==> config.mk <==
export PLATFORM = sky130hd
export DESIGN_NAME = pic_poll_ctrl
export DESIGN_NICKNAME = d
export VERILOG_FILES = /design/src/rtl/pic_pkg.sv /design/src/rtl/pic_req_line.sv /design/src/rtl/pic_prio_res.sv /design/src/rtl/pic_poll_ctrl.sv
export SDC_FILE = /design/constraint.sdc
export NUM_CORES = 1
export LEC_CHECK = 0
export BUFFER_PORTS_ARGS = -buffer_cell sky130_fd_sc_hd__buf_2
export CAP_MARGIN = 20
export CORE_MARGIN = 5
export CORE_UTILIZATION = 30
export CTS_BUF_LIST = sky130_fd_sc_hd__clkbuf_8
export DETAILED_ROUTE_END_ITERATION = 8
export PLACE_DENSITY_LB_ADDON = 0.15
export SLEW_MARGIN = 30
export SYNTH_ARGS = -nofsm -noshare
export SYNTH_HDL_FRONTEND = slang
export SYNTH_HIERARCHICAL = 1
export SYNTH_SLANG_ARGS = --single-unit
==> constraint.sdc <==
create_clock -name clk -period 7.1 [get_ports clk]
set_clock_uncertainty 0.2 [all_clocks]
set_input_delay 1.065 -clock clk [delete_from_list [all_inputs] [get_ports clk]]
set_output_delay 1.065 -clock clk [all_outputs]
set_load 0.02 [all_outputs]
==> src/rtl/pic_pkg.sv <==
package pic_pkg;
  typedef enum logic [1:0] {
    PORT_CMD  = 2'd0,
    PORT_STAT = 2'd1,
    PORT_TRIG = 2'd2
  } port_addr_e;

  typedef enum logic [1:0] {
    CMD_NONE,
    CMD_CTRL,
    CMD_EOI
  } cmd_kind_e;

  function automatic cmd_kind_e decode_cmd(input logic [7:0] b);
    if (b[4:3] == 2'b01) return CMD_CTRL;
    if (b[4:3] == 2'b00 && b[5]) return CMD_EOI;
    return CMD_NONE;
  endfunction
endpackage

==> src/rtl/pic_req_line.sv <==
module pic_req_line (
  input  logic clk,
  input  logic rst_n,
  input  logic irq,
  input  logic level,
  input  logic ack_clr,
  output logic req,
  output logic rise
);
  logic irq_q;
  logic latch_q;

  assign rise = irq & ~irq_q;

  always_ff @(posedge clk) begin
    if (!rst_n) begin
      irq_q   <= 1'b0;
      latch_q <= 1'b0;
    end else begin
      irq_q   <= irq;
      latch_q <= (latch_q & ~ack_clr) | rise;
    end
  end

  assign req = level ? irq : latch_q;

  a_r2_edge_latches: assert property (@(posedge clk) disable iff (!rst_n)
    (rise && !level) |=> (req || level));
  a_r2_edge_holds: assert property (@(posedge clk) disable iff (!rst_n)
    (!level && req && !ack_clr) |=> (req || level));
endmodule

==> src/rtl/pic_prio_res.sv <==
module pic_prio_res #(
  parameter int N = 8,
  localparam int IW = $clog2(N)
) (
  input  logic          clk,
  input  logic          rst_n,
  input  logic [N-1:0]  irr,
  input  logic [N-1:0]  isr,
  output logic          req_any,
  output logic [IW-1:0] req_idx,
  output logic          isr_any,
  output logic [IW-1:0] isr_idx,
  output logic          int_req
);
  function automatic logic [IW:0] first_set(input logic [N-1:0] v);
    logic [IW:0] r;
    r = {1'b0, {IW{1'b0}}};
    for (int i = N - 1; i >= 0; i--)
      if (v[i]) r = {1'b1, IW'(i)};
    return r;
  endfunction

  logic [IW:0] req_f, isr_f;
  assign req_f   = first_set(irr);
  assign isr_f   = first_set(isr);
  assign req_any = req_f[IW];
  assign req_idx = req_f[IW-1:0];
  assign isr_any = isr_f[IW];
  assign isr_idx = isr_f[IW-1:0];
  assign int_req = req_any && (!isr_any || (req_idx < isr_idx));

  a_r9_int_needs_req: assert property (@(posedge clk) disable iff (!rst_n)
    int_req |-> (irr != '0));
  a_r7_idx_is_set: assert property (@(posedge clk) disable iff (!rst_n)
    req_any |-> irr[req_idx]);
endmodule

==> src/rtl/pic_poll_ctrl.sv <==
module pic_poll_ctrl
  import pic_pkg::*;
#(
  parameter int N          = 8,
  parameter int DW         = 8,
  parameter int EDGE_LINES = 3,
  localparam int IW = $clog2(N)
) (
  input  logic          clk,
  input  logic          rst_n,
  input  logic [N-1:0]  irq_in,
  input  logic          cs,
  input  logic [1:0]    addr,
  input  logic          rd,
  input  logic          wr,
  input  logic [DW-1:0] wdata,
  output logic [DW-1:0] rdata,
  output logic          int_out
);
  localparam logic [N-1:0] TRIG_MASK = ~((N)'((1 << EDGE_LINES) - 1));

  logic [N-1:0]  trig_q, isr_q, irr, ack_clr;
  logic          sel_isr_q, poll_q;
  logic          req_any, isr_any;
  logic [IW-1:0] req_idx, isr_idx;
  cmd_kind_e     cmd;

  // named events
  logic cmd_wr, trig_wr, stat_rd, poll_ack, ack_fire, eoi_fire;
  assign cmd      = decode_cmd(wdata[7:0]);
  assign cmd_wr   = cs && wr && (addr == PORT_CMD);
  assign trig_wr  = cs && wr && (addr == PORT_TRIG);
  assign stat_rd  = cs && rd && (addr == PORT_STAT);
  assign poll_ack = stat_rd && poll_q;
  assign ack_fire = poll_ack && req_any;
  assign eoi_fire = cmd_wr && (cmd == CMD_EOI) && isr_any;

  for (genvar g = 0; g < N; g++) begin : g_line
    assign ack_clr[g] = ack_fire && (req_idx == IW'(g));
    pic_req_line u_line (
      .clk    (clk),
      .rst_n  (rst_n),
      .irq    (irq_in[g]),
      .level  (trig_q[g]),
      .ack_clr(ack_clr[g]),
      .req    (irr[g]),
      .rise   ()
    );
  end

  pic_prio_res #(.N(N)) u_res (
    .clk    (clk),
    .rst_n  (rst_n),
    .irr    (irr),
    .isr    (isr_q),
    .req_any(req_any),
    .req_idx(req_idx),
    .isr_any(isr_any),
    .isr_idx(isr_idx),
    .int_req(int_out)
  );

  always_ff @(posedge clk) begin
    if (!rst_n) begin
      trig_q    <= '0;
      isr_q     <= '0;
      sel_isr_q <= 1'b0;
      poll_q    <= 1'b0;
    end else begin
      if (trig_wr) trig_q <= wdata[N-1:0] & TRIG_MASK;
      if (cmd_wr && cmd == CMD_CTRL) begin
        if (wdata[1]) sel_isr_q <= wdata[0];
        if (wdata[2]) poll_q <= 1'b1;
      end
      if (poll_ack) poll_q <= 1'b0;
      if (ack_fire) isr_q[req_idx] <= 1'b1;
      if (eoi_fire) isr_q[isr_idx] <= 1'b0;
    end
  end

  logic [DW-1:0] poll_byte;
  always_comb begin
    poll_byte = '0;
    poll_byte[DW-1] = req_any;
    poll_byte[IW-1:0] = req_idx;
  end

  always_comb begin
    rdata = '0;
    if (cs && rd) begin
      if (addr == PORT_STAT)
        rdata = poll_q ? poll_byte : DW'(sel_isr_q ? isr_q : irr);
      else if (addr == PORT_TRIG)
        rdata = DW'(trig_q);
    end
  end

  a_r4_edge_only: assert property (@(posedge clk) disable iff (!rst_n)
    (trig_q & ~TRIG_MASK) == '0);
  a_r5_sel_kept: assert property (@(posedge clk) disable iff (!rst_n)
    (cmd_wr && !wdata[1]) |=> $stable(sel_isr_q));
  a_r8_poll_disarms: assert property (@(posedge clk) disable iff (!rst_n)
    poll_ack |=> !poll_q);
  a_r8_ack_sets_isr: assert property (@(posedge clk) disable iff (!rst_n)
    ack_fire |=> isr_q[$past(req_idx)]);
  a_r10_eoi_one: assert property (@(posedge clk) disable iff (!rst_n)
    eoi_fire |=> ($countones(isr_q) + 1 == $countones($past(isr_q))));
  a_r11_empty_poll: assert property (@(posedge clk) disable iff (!rst_n)
    (poll_ack && !req_any) |=> $stable(isr_q));
endmodule

==> qor.tcl, run 1 <==
set qor(power.internal_uw) 286
set qor(clock_sink_count) 31
set qor(top_layer) {met4}
set qor(hold_path_class) {flop to flop}
set qor(leak_pwr_nw) 0.920
set qor(first_global_vias) 1454
set qor(totalWireLength_um) 4490
set qor(clock_power_share) 0.361
set qor(cts_max_path_buffers) 2
set qor(antenna_violations_before_repair) 0
set qor(drive_above_1_share) 0.370
set qor(timing.final.max_slew_violations) 0
set qor(yosys_most_used_dff) {sky130_fd_sc_hd__dfxtp_1}
set qor(finalPower_uw) 383
set qor(final.setup.tns_ns) 0
set qor(timing_startpoint_of_the_critical_path) {irq_in[3]}
set qor(synth_top_area_cell) {sky130_fd_sc_hd__dfxtp_1}
set qor(netlist.area_leader.share) 0.327
set qor(slew-limit-headroom) 0.417
set qor(synth_area_in_xor_xnor) 0
set qor(wl_met1_um) 2090
set qor(synth_enable_flop_cells) 0
set qor(synth_most_common_cell) {sky130_fd_sc_hd__dfxtp_1}
set qor(die_height_um) 89.5
set qor(synth_cell_types) 44
set qor(netSwitchingPower_uw) 96.9
set qor(post_synth_fa_ha_maj_area_fraction) 0.0132
set qor(worstHoldStart) {trig_q[6]$_SDFFE_PN0P_}
set qor(detailedPlace.worstSlack_ns) 2.54
set qor(num_vias) 1533
set qor(synth.top_cells.by_area) {sky130_fd_sc_hd__dfxtp_1, sky130_fd_sc_hd__mux2_2, sky130_fd_sc_hd__nor2b_4}
set qor(worstPathRequired_ns) 5.83
set qor(worstPathMaxFanout) 7
set qor(clock_insertion_delay_at_the_later_pin_of_the_skew_report_ns) 0.28
set qor(tritoncts) {yes}
set qor(met3_wirelength_um) 190
set qor(design.die.area_um2) 8010
set qor(final-hold-violation-count) 0
set qor(root_buffer) {sky130_fd_sc_hd__clkbuf_8}
set qor(synth.mux.area_fraction) 0.137
set qor(cts_resized) 0
set qor(layout_worst_path_cycle_share) 0.648
set qor(layout_min_cycle_time_ns) 4.60
set qor(numPortBuffers) 31
set qor(avgSynthCellArea_um2) 9.77
set qor(synth-seq-cells) 31
set qor(power.combinational.fraction) 0.158
set qor(fraction_of_registers_with_async_set_reset) 0
set qor(initial_utilization) 0.304
set qor(met2_wirelength_um) 2170
set qor(io_pins) 32
set qor(synthCells) 194
set qor(grt_remaining_overflow) 0
set qor(layout.nets) 255
set qor(crit_arrival_ns) 3.34
set qor(run_status) {complete, no violations}
set qor(detail_route.first_pass.iterations) 4
set qor(irDropWorstVdd_v) 0.000108
set qor(gpl.final_weighted_congestion) 0.795
set qor(mappedNetlistArea_um2) 1900
set qor(finalWorstSetupSlack_ns) 2.50
set qor(dpl.hpwl_um) 3630
set qor(grt_setup_unrepaired) {false}
set qor(design.core.area_um2) 6240
set qor(slew_at_the_pin_closest_to_its_max_slew_limit_ns) 0.868
set qor(synth_compound_area_frac) 0.151
set qor(critPathLaunchType) {primary input}
set qor(post_layout_nonfiller_instances) 307
set qor(global_route.usage.total) 0.127
set qor(timing.critical_path.to_type) {output port}
set qor(grt_pass1_wl_um) 7650
set qor(syn2layout_area_growth_pct) 16.8
set qor(switching_share) 0.253
set qor(synthesis.yosys.warnings) 6
set qor(commonest_cells_in_the_synthesized_netlist) {sky130_fd_sc_hd__dfxtp_1, sky130_fd_sc_hd__mux2_2, sky130_fd_sc_hd__nor2_1}
set qor(synth_top_family_by_area) {simple AND/OR/NAND/NOR gates}
set qor(ys_seq_area_frac) 0.327
set qor(r2r-start) {trig_q[4]$_SDFFE_PN0P_}
set qor(grt_max_degree) 26
set qor(holdBufCountCts) 0
set qor(wl_per_cell_um) 14.6
set qor(peak_freq_mhz) 217
set qor(sequentialPowerShare) 0.481
set qor(finalSetupViolCount) 0
set qor(placementRows) 29
set qor(post_cts_buffers) 0
set qor(worstSetupPathType) {primary input to output port}
set qor(synth_simple_gate_area_share) 0.337
set qor(drcViolationCount) 0
set qor(h-tree-depth) 2
set qor(cts_bufs_inserted) 5
set qor(route.antenna.remaining_nets) 0
set qor(dr.first_iter.drc_count) 59
set qor(via_density_per_instance) 4.99
set qor(post-place-cells) 300
set qor(drv_cap) 0
set qor(n_diodes) 0
set qor(clk_transition_reported_paths_ns) 0.07
set qor(power_density_nw_per_um2) 173
set qor(die-width_um) 89.5
cell families after synthesis:
logic type	count (synthesis)
fa+ha+maj	2
other cells	1
flops	31
compound gates	35
mux	24
buf+inv	13
simple gates	88
state kept, by name, indices dropped and copies added (netlist names):
name / flops
g_line.u_line/irq_q: 8
g_line.u_line/latch_q: 8
isr_q: 8
trig_q: 5
poll_q: 1
sel_isr_q: 1
per-stage QoR:
step,instance area (µm²),hold slack [ns],utilization
after global placement,2130,0.335,0.341
after global routing,2210,0.368,0.355
final,2210,0.349,0.355
after detailed placement,2130,0.341,0.341
after CTS,2210,0.357,0.355
after floorplan,1900,0.295,-
placed cells by master, fill, tap and decap left out, drive strengths merged, types with 2 or more instances in the layout:
master / synthesis / routed
nor3: 10 / 10
nand2b: 6 / 6
clkbuf: 0 / 6
o221a: 8 / 8
o21a: 8 / 8
mux2: 16 / 16
nand2: 7 / 7
and2: 9 / 9
and3b: 2 / 2
dfxtp: 31 / 31
nor4: 6 / 6
a22oi: 4 / 4
a21oi: 7 / 7
nor2: 16 / 16
nand4b: 3 / 3
conb: 1 / 3
mux2i: 8 / 8
buf: 4 / 31
ha: 2 / 2
nor2b: 19 / 19
nor3b: 2 / 2
o41ai: 2 / 2
nand4: 3 / 3
inv: 9 / 9
area by class of cell:
cell class,instances,area (µm²)
Tap cell,77,96.3
Inverter,9,33.8
Clock buffer,6,82.6
Fill cell,684,4030
Clock inverter,1,5.00
Multi-Input combinational cell,152,1220
Timing Repair Buffer,31,155
Sequential cell,31,621
metal layers:
| metal | track usage | up-vias |
|---|---|---|
| met5 | 0 | - |
| met4 | 0.0419 | 0 |
| met3 | 0.0359 | 4 |
| met2 | 0.192 | 24 |
| met1 | 0.174 | 727 |
| li1 | - | 778 |
power by group through the flow:
stage / clock, mW / combinational [mW] / sequential [mW]
final: 0.138 / 0.0605 / 0.184
after global routing: 0.153 / 0.0679 / 0.185
after CTS: 0.145 / 0.0611 / 0.184
after detailed placement: 0 / 0.0606 / 0.188
after global placement: 0 / 0.0602 / 0.188
after floorplan: 0 / 0.0427 / 0.187
final timing paths:
path / endpoint / slack, ns / cells past startpoint
worst max-delay path: int_out / 2.50 / 9
worst min-delay path: trig_q[6]$_SDFFE_PN0P_ / 0.35 / 2
worst max register to register: g_line[7].u_line/latch_q$_SDFF_PN0_ / 4.27 / 6
worst min register to register: trig_q[6]$_SDFFE_PN0P_ / 0.35 / 2
worst max-delay path, cell delays in order:
cell                      delay (ns)
sky130_fd_sc_hd__buf_2          0.11
sky130_fd_sc_hd__mux2_2         0.30
sky130_fd_sc_hd__nor4_1         0.34
sky130_fd_sc_hd__nor2b_1        0.49
sky130_fd_sc_hd__ha_1           0.35
sky130_fd_sc_hd__a21oi_1        0.16
sky130_fd_sc_hd__o21ai_1        0.07
sky130_fd_sc_hd__a41oi_1        0.24
sky130_fd_sc_hd__buf_2          0.22
Power figures use the tool's default switching activity.
==> inputs of run 2 (changes only) <==
==> constraint.sdc (replaced) <==
create_clock -name clk -period 4.4 [get_ports clk]
set_clock_uncertainty 0.2 [all_clocks]
set_input_delay 0.66 -clock clk [delete_from_list [all_inputs] [get_ports clk]]
set_output_delay 0.66 -clock clk [all_outputs]
set_load 0.02 [all_outputs]
==> run 2 against run 1 <==
First-iteration DRC count grew 36%. Flip-flop and latch count is the same. Count of clock-buffer cells in the layout is the same. Register-to-register slack lost 2.6 ns. Clock power grew 63%. Die area is the same. Final cell count grew 0.33%. Largest power group unchanged. Core utilization grew 0.12 points. Cell area grew 0.34%. Critical path depth shrank 1.
==> qor.tcl, run 2 (synthesized netlist as in run 1, its figures left out) <==
set qor(detailedPlace.worstSlack_ns) 0.598
set qor(final.setup.tns_ns) 0
set qor(antenna_violations_before_repair) 0
set qor(gpl.final_weighted_congestion) 0.838
set qor(h-tree-depth) 2
set qor(critical_path.cell_chain) {mux2_2 > nor4_1 > nor2b_1 > ha_1 > a21oi_1 > o21ai_1 > a41oi_1 > buf_2}
set qor(r2r-start) {trig_q[4]$_SDFFE_PN0P_}
set qor(slew-limit-headroom) 0.519
set qor(peak_freq_mhz) 258
set qor(layout.cells.most_common_list) {sky130_fd_sc_hd__dfxtp_1, sky130_fd_sc_hd__buf_2, sky130_fd_sc_hd__mux2_2, sky130_fd_sc_hd__nor2_1, sky130_fd_sc_hd__nor2b_1}
set qor(post_cts_buffers) 0
set qor(io_pins) 32
set qor(grt.met3_usage) 0.0350
set qor(worstPathRequired_ns) 3.54
set qor(route.antenna.remaining_nets) 0
set qor(dpl.hpwl_um) 3640
set qor(grt_pass1_wl_um) 7930
set qor(cts_max_path_buffers) 2
set qor(tritoncts) {yes}
set qor(setup_slack_on_the_worst_flop_to_flop_path_ns) 1.67
set qor(drv_cap) 0
set qor(global_route.usage.total) 0.131
set qor(dr.first_iter.drc_count) 80
set qor(via_density_per_instance) 4.97
set qor(timing.final.max_slew_violations) 0
set qor(num_vias) 1532
set qor(grt_remaining_overflow) 0
set qor(layout.nets) 256
set qor(totalWireLength_um) 4560
set qor(cts_bufs_inserted) 5
set qor(irDropWorstVdd_v) 0.000143
set qor(layout.filler_cells) 661
set qor(crit_arrival_ns) 3.02
set qor(worstPathMaxFanout) 7
set qor(die-width_um) 89.5
set qor(slew_at_the_pin_closest_to_its_max_slew_limit_ns) 0.713
set qor(post_layout_nonfiller_instances) 308
set qor(timing.critical_path.to_type) {output port}
set qor(run_status) {complete, no violations}
set qor(layout_worst_path_cycle_share) 0.881
set qor(crit_end) {int_out}
set qor(grt_util_met2) 0.195
set qor(worstRegToRegCells) 6
set qor(first_global_vias) 1592
set qor(timing_startpoint_of_the_critical_path) {trig_q[3]$_SDFFE_PN0P_}
set qor(initial_utilization) 0.304
set qor(met1_usage) 0.177
set qor(finalWorstSetupSlack_ns) 0.524
set qor(layout_min_cycle_time_ns) 3.88
set qor(hold_path_class) {flop to flop}
set qor(finalCoreUtilization) 0.356
set qor(leak_pwr_nw) 0.925
set qor(post-place-cells) 301
set qor(n_diodes) 0
set qor(worstSetupPathType) {flop to output port}
set qor(clock_sink_count) 31
set qor(drcViolationCount) 0
set qor(grt_max_degree) 26
set qor(numPortBuffers) 31
set qor(critical-path-max-stage-delay_ns) 0.51
set qor(syn2layout_area_growth_pct) 17.2
set qor(finalSetupViolCount) 0
set qor(reg.largest.list) {g_line.u_line/irq_q (8), g_line.u_line/latch_q (8), isr_q (8)}
set qor(grt-busiest-layer) {met2}
set qor(clk_transition_reported_paths_ns) 0.06
set qor(die_height_um) 89.5
set qor(hold-worst-slack_ns) 0.351
set qor(final-hold-violation-count) 0
set qor(grt_setup_unrepaired) {false}
set qor(holdBufCountCts) 0
set qor(critPathLaunchType) {flop}
set qor(design.die.area_um2) 8010
set qor(cts_resized) 0
set qor(placementRows) 29
set qor(crit_path_top_delay_cell) {sky130_fd_sc_hd__nor2b_1}
set qor(detail_route.first_pass.iterations) 4
set qor(wl_per_cell_um) 14.8
set qor(drive_above_1_share) 0.372
set qor(clock_insertion_delay_at_the_later_pin_of_the_skew_report_ns) 0.28
set qor(design.core.area_um2) 6240
set qor(power_density_nw_per_um2) 280
set qor(root_buffer) {sky130_fd_sc_hd__clkbuf_8}
set qor(r2r-end) {g_line[7].u_line/latch_q$_SDFF_PN0_}
## run 2: area by class of cell
class / count / area, µm² / share of cell area
tap: 77 / 96.3 / 0.0434
clock inverter: 1 / 5.00 / 0.00225
multi-input combinational: 152 / 1220 / 0.550
timing repair buffer: 32 / 163 / 0.0732
sequential: 31 / 621 / 0.279
clock buffer: 6 / 82.6 / 0.0372
inverter: 9 / 33.8 / 0.0152
## run 2: worst min-delay path by stage
| stage | startpoint | cells after the start | to | slack (ns) |
|---|---|---|---|---|
| after floorplan | trig_q[7]$_SDFFE_PN0P_ | 2 | trig_q[7]$_SDFFE_PN0P_ | 0.30 |
| after global placement | g_line[6].u_line/irq_q$_SDFF_PN0_ | 2 | g_line[6].u_line/latch_q$_SDFF_PN0_ | 0.34 |
| after detailed placement | g_line[6].u_line/irq_q$_SDFF_PN0_ | 2 | g_line[6].u_line/latch_q$_SDFF_PN0_ | 0.34 |
| after CTS | g_line[6].u_line/irq_q$_SDFF_PN0_ | 2 | g_line[6].u_line/latch_q$_SDFF_PN0_ | 0.36 |
| after global routing | g_line[6].u_line/irq_q$_SDFF_PN0_ | 2 | g_line[6].u_line/latch_q$_SDFF_PN0_ | 0.37 |
| final | g_line[6].u_line/irq_q$_SDFF_PN0_ | 2 | g_line[6].u_line/latch_q$_SDFF_PN0_ | 0.35 |
## run 2: worst max-delay path: cells and delay by family (launching register included)
kind	cells	cell delay, ns
adder cells (fa/ha/maj)	1	0.36
flip-flops	1	0.40
buffers and inverters	1	0.22
multiplexers	1	0.39
AND/OR/NAND/NOR	2	0.85
AO/OA/AOI/OAI	3	0.51
## run 2: layer usage
| metal | part of all wire | vias up |
|---|---|---|
| li1 | - | 775 |
| met1 | 0.49 | 719 |
| met2 | 0.45 | 26 |
| met3 | 0.033 | 12 |
| met4 | 0.028 | 0 |
| met5 | 0 | - |
## run 2: stage by stage
step | power, mW | area [µm²]
after floorplan | 0.371 | 1900
after detailed placement | 0.403 | 2130
after CTS | 0.632 | 2220
final | 0.622 | 2220
after global placement | 0.403 | 2130
after global routing | 0.659 | 2220
## run 2: where the power goes
group	total [mW]	switching (mW)	internal [mW]
clock network	0.225	0.103	0.122
registers	0.298	0.00605	0.291
logic	0.0990	0.0497	0.0493
==> inputs of run 3 (changes only) <==
--- a/config.mk
+++ b/config.mk
@@ -7,11 +7,11 @@
 export LEC_CHECK = 0
 export BUFFER_PORTS_ARGS = -buffer_cell sky130_fd_sc_hd__buf_2
 export CAP_MARGIN = 20
-export CORE_MARGIN = 5
 export CORE_UTILIZATION = 30
 export CTS_BUF_LIST = sky130_fd_sc_hd__clkbuf_8
 export DETAILED_ROUTE_END_ITERATION = 8
 export PLACE_DENSITY_LB_ADDON = 0.15
+export SETUP_SLACK_MARGIN = 0.15
 export SLEW_MARGIN = 30
 export SYNTH_ARGS = -nofsm -noshare
 export SYNTH_HDL_FRONTEND = slang
==> run 3 against run 2 <==
Combinational power decreased by 0.5%. Final cell count down 0.32%. Hold slack improved by 0.0028 ns. Largest power group unchanged. Critical endpoint unchanged.
==> qor.tcl, run 3 (synthesized netlist as in run 1, its figures left out) <==
set qor(run_status) {complete, no violations}
set qor(switching_share) 0.239
set qor(r2r-start) {trig_q[4]$_SDFFE_PN0P_}
set qor(finalPower_uw) 688
set qor(met3_wirelength_um) 124
set qor(sequentialPowerShare) 0.432
set qor(root_buffer) {sky130_fd_sc_hd__clkbuf_8}
set qor(design.die.area_um2) 6640
set qor(detailedPlace.worstSlack_ns) 0.640
set qor(cts_max_path_buffers) 2
set qor(r2r-end) {g_line[1].u_line/latch_q$_SDFF_PN0_}
set qor(route.antenna.remaining_nets) 0
set qor(first_global_vias) 1409
set qor(peak_freq_mhz) 266
set qor(critical_path.cell_chain) {mux2_2 > nor4_1 > nor2b_1 > ha_1 > a21oi_1 > o21ai_1 > a41oi_1 > buf_2}
set qor(cts_resized) 0
set qor(dr.first_iter.drc_count) 48
set qor(cp_top_family) {simple AND/OR/NAND/NOR gates}
set qor(slew-limit-headroom) 0.506
set qor(whs_endpoint) {g_line[7].u_line/latch_q$_SDFF_PN0_}
set qor(antenna_violations_before_repair) 0
set qor(syn2layout_area_growth_pct) 18.7
set qor(worstPathMaxFanout) 7
set qor(post-place-cells) 299
set qor(reg.largest.list) {g_line.u_line/irq_q (8), g_line.u_line/latch_q (8), isr_q (8)}
set qor(path_buf_inv) 1
set qor(power.combinational.fraction) 0.143
set qor(placed_area_um2) 2130
set qor(tritoncts) {yes}
set qor(met2_wirelength_um) 1990
set qor(power_density_nw_per_um2) 306
set qor(worstSetupPathType) {flop to output port}
set qor(layout_min_cycle_time_ns) 3.76
set qor(power.internal_uw) 524
set qor(final-hold-violation-count) 0
set qor(gpl.final_weighted_congestion) 0.757
set qor(critical-path-max-stage-delay_ns) 0.48
set qor(finalCoreUtilization) 0.376
set qor(seq_area_um2) 621
set qor(cts_bufs_inserted) 5
set qor(finalSetupViolCount) 0
set qor(clock_power_share) 0.424
set qor(post_layout_nonfiller_instances) 307
set qor(wl_per_cell_um) 14.4
set qor(timing.critical_path.to_type) {output port}
set qor(finalWorstSetupSlack_ns) 0.641
set qor(grt_setup_unrepaired) {false}
set qor(multi_input_comb_area_um2) 1220
set qor(irDropWorstVdd_v) 0.000160
set qor(post_cts_buffers) 0
set qor(worstPathRequired_ns) 3.54
set qor(hold-worst-slack_ns) 0.354
set qor(top_layer) {met4}
set qor(h-tree-depth) 2
set qor(placementRows) 28
set qor(die_height_um) 81.5
set qor(clk_transition_reported_paths_ns) 0.07
set qor(layout_worst_path_cycle_share) 0.854
set qor(io_pins) 32
set qor(slew_at_the_pin_closest_to_its_max_slew_limit_ns) 0.732
set qor(worstHoldStart) {g_line[7].u_line/irq_q$_SDFF_PN0_}
set qor(timing.final.max_slew_violations) 0
set qor(grt_pass1_wl_um) 7070
set qor(global_route.usage.total) 0.146
set qor(drive_above_1_share) 0.375
set qor(drcViolationCount) 0
set qor(via_density_per_instance) 4.85
set qor(clock_insertion_delay_at_the_later_pin_of_the_skew_report_ns) 0.28
set qor(critPathLaunchType) {flop}
set qor(layout.filler_cells) 624
set qor(holdBufCountCts) 0
set qor(detail_route.first_pass.iterations) 5
set qor(final.setup.tns_ns) 0
set qor(initial_utilization) 0.316
set qor(totalWireLength_um) 4410
set qor(num_vias) 1489
set qor(crit_path_top_delay_cell) {sky130_fd_sc_hd__nor2b_1}
set qor(design.core.area_um2) 5990
set qor(postLayoutCellArea_um2) 2250
set qor(setup_slack_on_the_worst_flop_to_flop_path_ns) 1.67
set qor(whs_path_depth) 2
set qor(drv_cap) 0
set qor(hold_path_class) {flop to flop}
set qor(layout.cells.most_common_list) {sky130_fd_sc_hd__dfxtp_1, sky130_fd_sc_hd__buf_2, sky130_fd_sc_hd__mux2_2, sky130_fd_sc_hd__nor2_1, sky130_fd_sc_hd__nor2b_1}
set qor(n_diodes) 0
set qor(clock_sink_count) 31
set qor(grt_max_degree) 26
set qor(netSwitchingPower_uw) 164
set qor(crit_arrival_ns) 2.90
set qor(wl_met1_um) 2250
set qor(numPortBuffers) 31
set qor(worstRegToRegCells) 6
set qor(leak_pwr_nw) 0.939
set qor(die-width_um) 81.5
set qor(layout.nets) 256
set qor(dpl.hpwl_um) 3450
set qor(grt_remaining_overflow) 0
[run 3: worst min-delay path: stages, from the launching register on]
cell and delay [ns]:
sky130_fd_sc_hd__dfxtp_1 0.32, sky130_fd_sc_hd__nor2b_4 0.09, sky130_fd_sc_hd__o21a_1 0.11
[run 3: final cells by class]
cell class,count,area share
Multi-Input combinational cell,152,0.543
Sequential cell,31,0.276
Timing Repair Buffer,32,0.0723
Tap cell,75,0.0417
Clock buffer,6,0.0367
Clock inverter,2,0.0156
Inverter,9,0.0150
[run 3: power by group through the flow]
stage | logic, mW | registers (mW) | clock network, mW
after detailed placement | 0.0987 | 0.304 | 0
after CTS | 0.0994 | 0.298 | 0.301
final | 0.0985 | 0.297 | 0.292
after global placement | 0.0983 | 0.304 | 0
after global routing | 0.110 | 0.299 | 0.311
after floorplan | 0.0689 | 0.303 | 0
[run 3: how the worst max path moves through the flow]
stage,startpoint,to,depth (start not counted)
detailed placement,irq_in[3],int_out,9
global placement,irq_in[3],int_out,9
finish,trig_q[3]$_SDFFE_PN0P_,int_out,8
global route,trig_q[3]$_SDFFE_PN0P_,int_out,8
CTS,trig_q[3]$_SDFFE_PN0P_,int_out,8
floorplan,irq_in[3],int_out,7
[run 3: routing by layer]
metal,GRT usage,vias to the layer above
met1,0.205,681
met5,0,-
met4,0.0500,0
met2,0.218,25
met3,0.0322,4
li1,-,779
